$ cat src/rtl/cap_pkg.sv
package cap_pkg;
  localparam int CAP_W    = 32;
  localparam int RIGHTS_W = 5;
  localparam int DEL_BIT  = 4;
  localparam int UNCHK_BIT = 5;

  typedef enum logic [1:0] {
    OP_COPY = 2'd0,
    OP_NULL = 2'd1,
    OP_RESTRICT = 2'd2,
    OP_AMPLIFY = 2'd3
  } cap_op_e;

  typedef enum logic [1:0] {
    FLT_NONE  = 2'd0,
    FLT_TYPE  = 2'd1,
    FLT_NODEL = 2'd2,
    FLT_LEVEL = 2'd3
  } cap_fault_e;
endpackage

$ cat src/rtl/cap_lifetime_chk.sv
module cap_lifetime_chk #(
  parameter int LVL_W = 8
) (
  input  logic             unchecked,
  input  logic [LVL_W-1:0] obj_level,
  input  logic [LVL_W-1:0] dst_level,
  output logic             level_ok
);
  // A lower level number outlives a higher one; global-heap objects skip the test.
  always_comb begin
    level_ok = unchecked || (dst_level >= obj_level);
  end
endmodule

$ cat src/rtl/cap_type_match.sv
module cap_type_match #(
  parameter int TYPE_W   = 8,
  parameter int CAP_W    = 32,
  parameter logic [TYPE_W-1:0] DYN_TYPE = 1
) (
  input  logic              ctl_system,
  input  logic [TYPE_W-1:0] ctl_type,
  input  logic [TYPE_W-1:0] obj_type,
  input  logic [CAP_W-1:0]  obj_tdo,
  input  logic [CAP_W-1:0]  ctl_tdo,
  output logic              type_ok
);
  logic sys_hit;
  logic dyn_hit;

  always_comb begin
    sys_hit = (ctl_type == obj_type);
    dyn_hit = (obj_type == DYN_TYPE) && (obj_tdo == ctl_tdo);
    type_ok = ctl_system ? sys_hit : dyn_hit;
  end
endmodule

$ cat src/rtl/cap_rights_unit.sv
module cap_rights_unit
  import cap_pkg::*;
#(
  parameter int CW = 32,
  parameter int RW = 5
) (
  input  cap_op_e        op,
  input  logic [CW-1:0]  cap_in,
  input  logic [RW-1:0]  clear_mask,
  input  logic [RW-1:0]  grant,
  output logic [CW-1:0]  cap_res
);
  logic [RW-1:0] cut_rights;
  logic [RW-1:0] add_rights;

  for (genvar i = 0; i < RW; i++) begin : g_bit
    assign cut_rights[i] = cap_in[i] & ~clear_mask[i];
    assign add_rights[i] = cap_in[i] | grant[i];
  end

  always_comb begin
    unique case (op)
      OP_NULL:     cap_res = '0;
      OP_RESTRICT: cap_res = {cap_in[CW-1:RW], cut_rights};
      OP_AMPLIFY:  cap_res = {cap_in[CW-1:RW], add_rights};
      default:     cap_res = cap_in;
    endcase
  end
endmodule

$ cat src/rtl/cap_guard.sv
module cap_guard
  import cap_pkg::*;
#(
  parameter int LVL_W  = 8,
  parameter int TYPE_W = 8,
  parameter logic [TYPE_W-1:0] DYN_TYPE = 1,
  localparam int CTL_W = 1 + RIGHTS_W + TYPE_W
) (
  input  logic               clk,
  input  logic               rst,
  input  logic               in_valid,
  input  logic [1:0]         op,
  input  logic [CAP_W-1:0]   cap_in,
  input  logic [LVL_W-1:0]   obj_level,
  input  logic [TYPE_W-1:0]  obj_type,
  input  logic [CAP_W-1:0]   obj_tdo,
  input  logic [LVL_W-1:0]   dst_level,
  input  logic [CTL_W-1:0]   ctl_word,
  input  logic [CAP_W-1:0]   ctl_tdo,
  input  logic [RIGHTS_W-1:0] mask,
  output logic               out_valid,
  output logic [CAP_W-1:0]   cap_out,
  output logic               copied_set,
  output logic [1:0]         fault
);
  localparam int GRANT_LO = 1;
  localparam int TYPE_LO  = 1 + RIGHTS_W;

  cap_op_e     op_e;
  logic        level_ok;
  logic        type_ok;
  logic [CAP_W-1:0] cap_res;
  cap_fault_e  flt_next;
  logic [CAP_W-1:0] cap_next;
  logic        copied_next;

  assign op_e = cap_op_e'(op);

  cap_lifetime_chk #(.LVL_W(LVL_W)) u_life (
    .unchecked (cap_in[UNCHK_BIT]),
    .obj_level (obj_level),
    .dst_level (dst_level),
    .level_ok  (level_ok)
  );

  cap_type_match #(.TYPE_W(TYPE_W), .CAP_W(CAP_W), .DYN_TYPE(DYN_TYPE)) u_type (
    .ctl_system (ctl_word[0]),
    .ctl_type   (ctl_word[TYPE_LO +: TYPE_W]),
    .obj_type   (obj_type),
    .obj_tdo    (obj_tdo),
    .ctl_tdo    (ctl_tdo),
    .type_ok    (type_ok)
  );

  cap_rights_unit #(.CW(CAP_W), .RW(RIGHTS_W)) u_rights (
    .op         (op_e),
    .cap_in     (cap_in),
    .clear_mask (mask),
    .grant      (ctl_word[GRANT_LO +: RIGHTS_W]),
    .cap_res    (cap_res)
  );

  // Fault priority: type mismatch, then missing delete right, then level.
  always_comb begin
    logic f_type, f_del, f_lvl;
    f_type = (op_e == OP_AMPLIFY) && !type_ok;
    f_del  = (op_e == OP_NULL) && !cap_in[DEL_BIT];
    f_lvl  = (op_e == OP_COPY) && !level_ok;
    if (f_type)     flt_next = FLT_TYPE;
    else if (f_del) flt_next = FLT_NODEL;
    else if (f_lvl) flt_next = FLT_LEVEL;
    else            flt_next = FLT_NONE;
    cap_next    = (flt_next == FLT_NONE) ? cap_res : cap_in;
    copied_next = (op_e == OP_COPY) && (flt_next == FLT_NONE);
  end

  always_ff @(posedge clk) begin
    if (rst) begin
      out_valid  <= 1'b0;
      cap_out    <= '0;
      copied_set <= 1'b0;
      fault      <= FLT_NONE;
    end else begin
      out_valid <= in_valid;
      if (in_valid) begin
        cap_out    <= cap_next;
        copied_set <= copied_next;
        fault      <= flt_next;
      end
    end
  end

  p_latency_r2: assert property (@(posedge clk) disable iff (rst)
    in_valid |=> out_valid);
  p_idle_r2: assert property (@(posedge clk) disable iff (rst)
    !in_valid |=> !out_valid);
  p_copied_clean_r5: assert property (@(posedge clk) disable iff (rst)
    copied_set |-> (fault == FLT_NONE));
  p_unchk_skip_r4: assert property (@(posedge clk) disable iff (rst)
    (in_valid && op == OP_COPY && cap_in[UNCHK_BIT]) |=> (fault == FLT_NONE));
  p_null_zero_r6: assert property (@(posedge clk) disable iff (rst)
    (in_valid && op == OP_NULL && cap_in[DEL_BIT]) |=> (cap_out == '0));
  p_restrict_cut_r7: assert property (@(posedge clk) disable iff (rst)
    (in_valid && op == OP_RESTRICT) |=>
      (fault == FLT_NONE) && ((cap_out[RIGHTS_W-1:0] & $past(mask)) == '0));
  p_amp_superset_r8: assert property (@(posedge clk) disable iff (rst)
    (in_valid && op == OP_AMPLIFY) |=> (fault != FLT_NONE) ||
      ((cap_out[RIGHTS_W-1:0] & $past(cap_in[RIGHTS_W-1:0])) == $past(cap_in[RIGHTS_W-1:0])));
  p_index_keep_r11: assert property (@(posedge clk) disable iff (rst)
    (in_valid && op != OP_NULL) |=> (cap_out[CAP_W-1:RIGHTS_W] == $past(cap_in[CAP_W-1:RIGHTS_W])));
  p_hold_r12: assert property (@(posedge clk) disable iff (rst)
    !in_valid |=> $stable(cap_out) && $stable(fault) && $stable(copied_set));
endmodule

$ cat config.mk
export PLATFORM = sky130hd
export DESIGN_NAME = cap_guard
export DESIGN_NICKNAME = d
export VERILOG_FILES = /design/src/rtl/cap_pkg.sv /design/src/rtl/cap_lifetime_chk.sv /design/src/rtl/cap_type_match.sv /design/src/rtl/cap_rights_unit.sv /design/src/rtl/cap_guard.sv
export SDC_FILE = /design/constraint.sdc
export NUM_CORES = 1
export LEC_CHECK = 0
export ABC_AREA = 0
export BUFFER_PORTS_ARGS = -buffer_cell sky130_fd_sc_hd__buf_2
export CAP_MARGIN = 30
export CORE_MARGIN = 3
export CORE_UTILIZATION = 34
export CTS_BUF_LIST = sky130_fd_sc_hd__clkbuf_4 sky130_fd_sc_hd__clkbuf_8
export CTS_CLUSTER_SIZE = 24
export DETAILED_ROUTE_END_ITERATION = 12
export HOLD_SLACK_MARGIN = 0.05
export PLACE_DENSITY = 0.81
export SLEW_MARGIN = 10
export SYNTH_ARGS = -nofsm -noshare
export SYNTH_HDL_FRONTEND = slang
export SYNTH_SLANG_ARGS = --single-unit
$ cat constraint.sdc
create_clock -name clk -period 3.3 [get_ports clk]
set_clock_uncertainty 0.05 [all_clocks]
set_input_delay 0.165 -clock clk [delete_from_list [all_inputs] [get_ports clk]]
set_output_delay 0.165 -clock clk [all_outputs]
set_load 0.03 [all_outputs]
==> implementation parameters <==
Parameter                              Value

Finish
  Layout cells sized above 1    0.4552
  Area growth from synthesis to layout    49.45%
  End-of-flow core utilization    0.5328
  Nets    about 580
  Ant. Diodes    0
  Final cell area excluding filler cells    approximately 3200 um2

Synthesis
  Share of synthesized area occupied by flip-flops and latches    0.3355
  Post-Syn Area per Cell    8.663 um2
  Instance count of the mapped netlist    248
  Netlist area before placement    2148 um2
  Number of distinct library cells after synthesis    slightly above 40
  Synth Net Count    400
  Synthesis warning total    0
  Synth Register Bits    36

Clock network
  Register clock-pin slew on the reported worst setup and hold paths    ~70 ps
  Root buffer selected by CTS    clkbuf_8
  Clock H-tree levels    2
  Post-CTS repair timing setup buffer count    0
  Number of clock buffers inserted by TritonCTS    5
  CTS Buffer Depth    2
  # resized after CTS    0
  Clock latency on the worst-skew pair    280 ps
  CTS Hold Buffers Added    0
  Number of sinks on the clock net    36
  TritonCTS clock tree    built

STA
  Number of failing setup endpoints in the final timing report    0
  Period utilization    0.5723
  F_max    0.5295 GHz
  Setup repair after global routing missed its margin    false
  Fin crit period    1888 ps
  Worst-Margin Slew    678.8 ps
  Setup ws final    1412 ps
  Summed negative setup slack over all endpoints    0 ps
  Final hold violation count    0
  Relative slew slack    0.5475
  Max-slew violation count    0

Global route
  Number of antenna violations at the first check in global routing    0
  GRT Resource Usage Total    0.1921
  Global-route congestion overflow total    0
  Largest net degree at the start of global routing    39
  Via count of the first global-routing pass    around 2,600
  Global-route wire length before repair    11.56 mm

Placed design
  Input/output buffers    179
  Final weighted congestion in routability-driven placement    approximately 0.9
  DP HPWL    6.142 mm
  Pre-CTS setup slack    1130 ps
  Total cell area at the placement stage    approximately 3100 um2

Routing
  Total wire length    7.416 mm
  Wire per inst    14.86 um
  Number of routed nets with antenna violations    0
  Remaining DRCs    0
  Vias    2,562
  Via density    5.134
  Number of design-rule violations left by the first detailed-router iteration    94
  TritonRoute pass-1 iters    4

Hold path
  Hold WC Path Type    in2reg

Worst setup path
  Arrival time worst endpoint    1970 ps
  Category of the worst setup path capture point    flop
  Critical path required time    3380 ps
  Worst Setup Start Kind    primary input
  Crit Path Max Fanout    6
  Critical path class    in2reg

Floorplanning
  Initial standard-cell utilization of the core    0.3565
  Die X-Extent    85.49 um
  Area of the die    7309 um2
  Core Footprint    6026 um2
  DIE HEIGHT    between 80 and 90 um
  Ports    180
  Core Rows    28

Pwr
  Maximum ir drop on the vdd rail    0.2939 mV
  Static leakage    approximately 1.6 nW
  Power density over cell area    350.2 nW/um2

Outcome
  Status    completed

Run
  Number of maximum-capacitance violations    0
[state kept, by name, indices dropped and copies added, names as in the netlist]
register,flops
cap_out,32
fault,2
copied_set,1
out_valid,1
[placed cells by master (no fill, tap or decap), types with 5 or more instances in the layout]
cell,synthesis,final
ha_1,8,8
o22ai_1,7,7
nor2_1,33,33
dfxtp_1,36,36
nand2_1,7,7
inv_1,9,9
nand4_1,15,15
buf_2,2,179
clkbuf_8,0,5
nor3_1,6,6
xnor2_1,39,39
a22oi_1,28,28
[power by group]
part	internal [mW]	total, mW	switching, mW	leakage (nW)
sequential	0.460	0.473	0.0124	0.296
clock	0.152	0.299	0.147	0.0445
combinational	0.160	0.353	0.193	1.22
[path summary, 6_finish.rpt]
check	start	to	slack, ps	depth (start not counted)
min	cap_in[24]	cap_out[24]$_SDFFE_PP0P_	60	3
min reg2reg	cap_out[3]$_SDFFE_PP0P_	cap_out[3]$_SDFFE_PP0P_	420	1
max	obj_level[3]	cap_out[1]$_SDFFE_PP0P_	1410	9
max reg2reg	cap_out[4]$_SDFFE_PP0P_	cap_out[4]$_SDFFE_PP0P_	2120	3
[Yosys cell counts (all sizes together)]
cell type	n	area, um2
nor3	6	30.03
nor2b	4	25.02
nor3b	1	7.510
xnor2	39	341.6
or3b	1	8.760
a41oi	3	26.28
a21boi	3	22.52
o211ai	1	7.510
o21ai	5	25.02
or4	1	7.510
nand3	4	20.02
or3	1	11.26
inv	9	33.78
nor4b	2	30.03
a31o	1	8.760
nand2b	1	6.260
nand2	7	26.28
mux2i	1	10.01
a22oi	28	210.2
and3	1	6.260
dfxtp	36	720.7
nor2	33	123.9
a211oi	1	7.510
clkbuf	10	37.54
a2111o	1	11.26
a32o	2	20.02
nor4	4	31.28
a41o	2	20.02
ha	8	100.1
nand4	15	93.84
xor2	1	8.760
nand4b	1	8.760
buf	2	10.01
o32ai	1	8.760
and3b	1	8.760
o211a	1	10.01
a21oi	2	10.01
o22ai	7	43.79
a2111oi	1	8.760
[layer usage]
layer  share of wire  up-vias  wire [um]  global-route usage
met1            0.39     1176       2895              0.2117
met2            0.51      107       3775              0.3453
met4           0.016        0        119             0.06043
li1                -     1267          -                   -
met3           0.084       12        626             0.06628
met5               0        -          0                   0
[cells by family (layout without fill, tap and decap cells)]
group                      Yosys count  after routing  synth area share
AOI/OAI and AO/OA                   59             59            0.2050
xor gates and xnor gates            40             40            0.1631
and+or+nand+nor                     83             83            0.2073
adders and majority gates            8              8           0.04659
DFF                                 36             36            0.3355
buffers and inverters               21            197           0.03786
muxes                                1              1          0.004659
[through the flow]
| step | cells | hold slack (ps) | power, mW |
|---|---|---|---|
| global route | 499 | 60.01 | 1.190 |
| CTS | 498 | 56.75 | 1.130 |
| finish | 499 | 62.97 | 1.124 |
| floorplan | 248 | 259.1 | 0.6777 |
| global placement | 491 | 342.4 | 0.8197 |
| detailed placement | 491 | 356.5 | 0.8295 |
[final cells by class]
class,count,area [um2]
Tap cell,75,93.84
Multi-Input combinational cell,191,1350
Fill cell,585,2815
Clock buffer,6,76.32
Timing Repair Buffer,181,930.9
Sequential cell,36,720.7
Clock inverter,1,5.005
Inverter,9,33.78
[worst max-delay path, cell delays in order]
cell       delay [ps]
buf_2              70
inv_1              30
ha_1              300
a2111oi_0         370
o21ai_1           160
a32o_1            330
o21ai_1           220
a2111o_1          230
o22ai_1            90
Power figures use the tool's default switching activity.
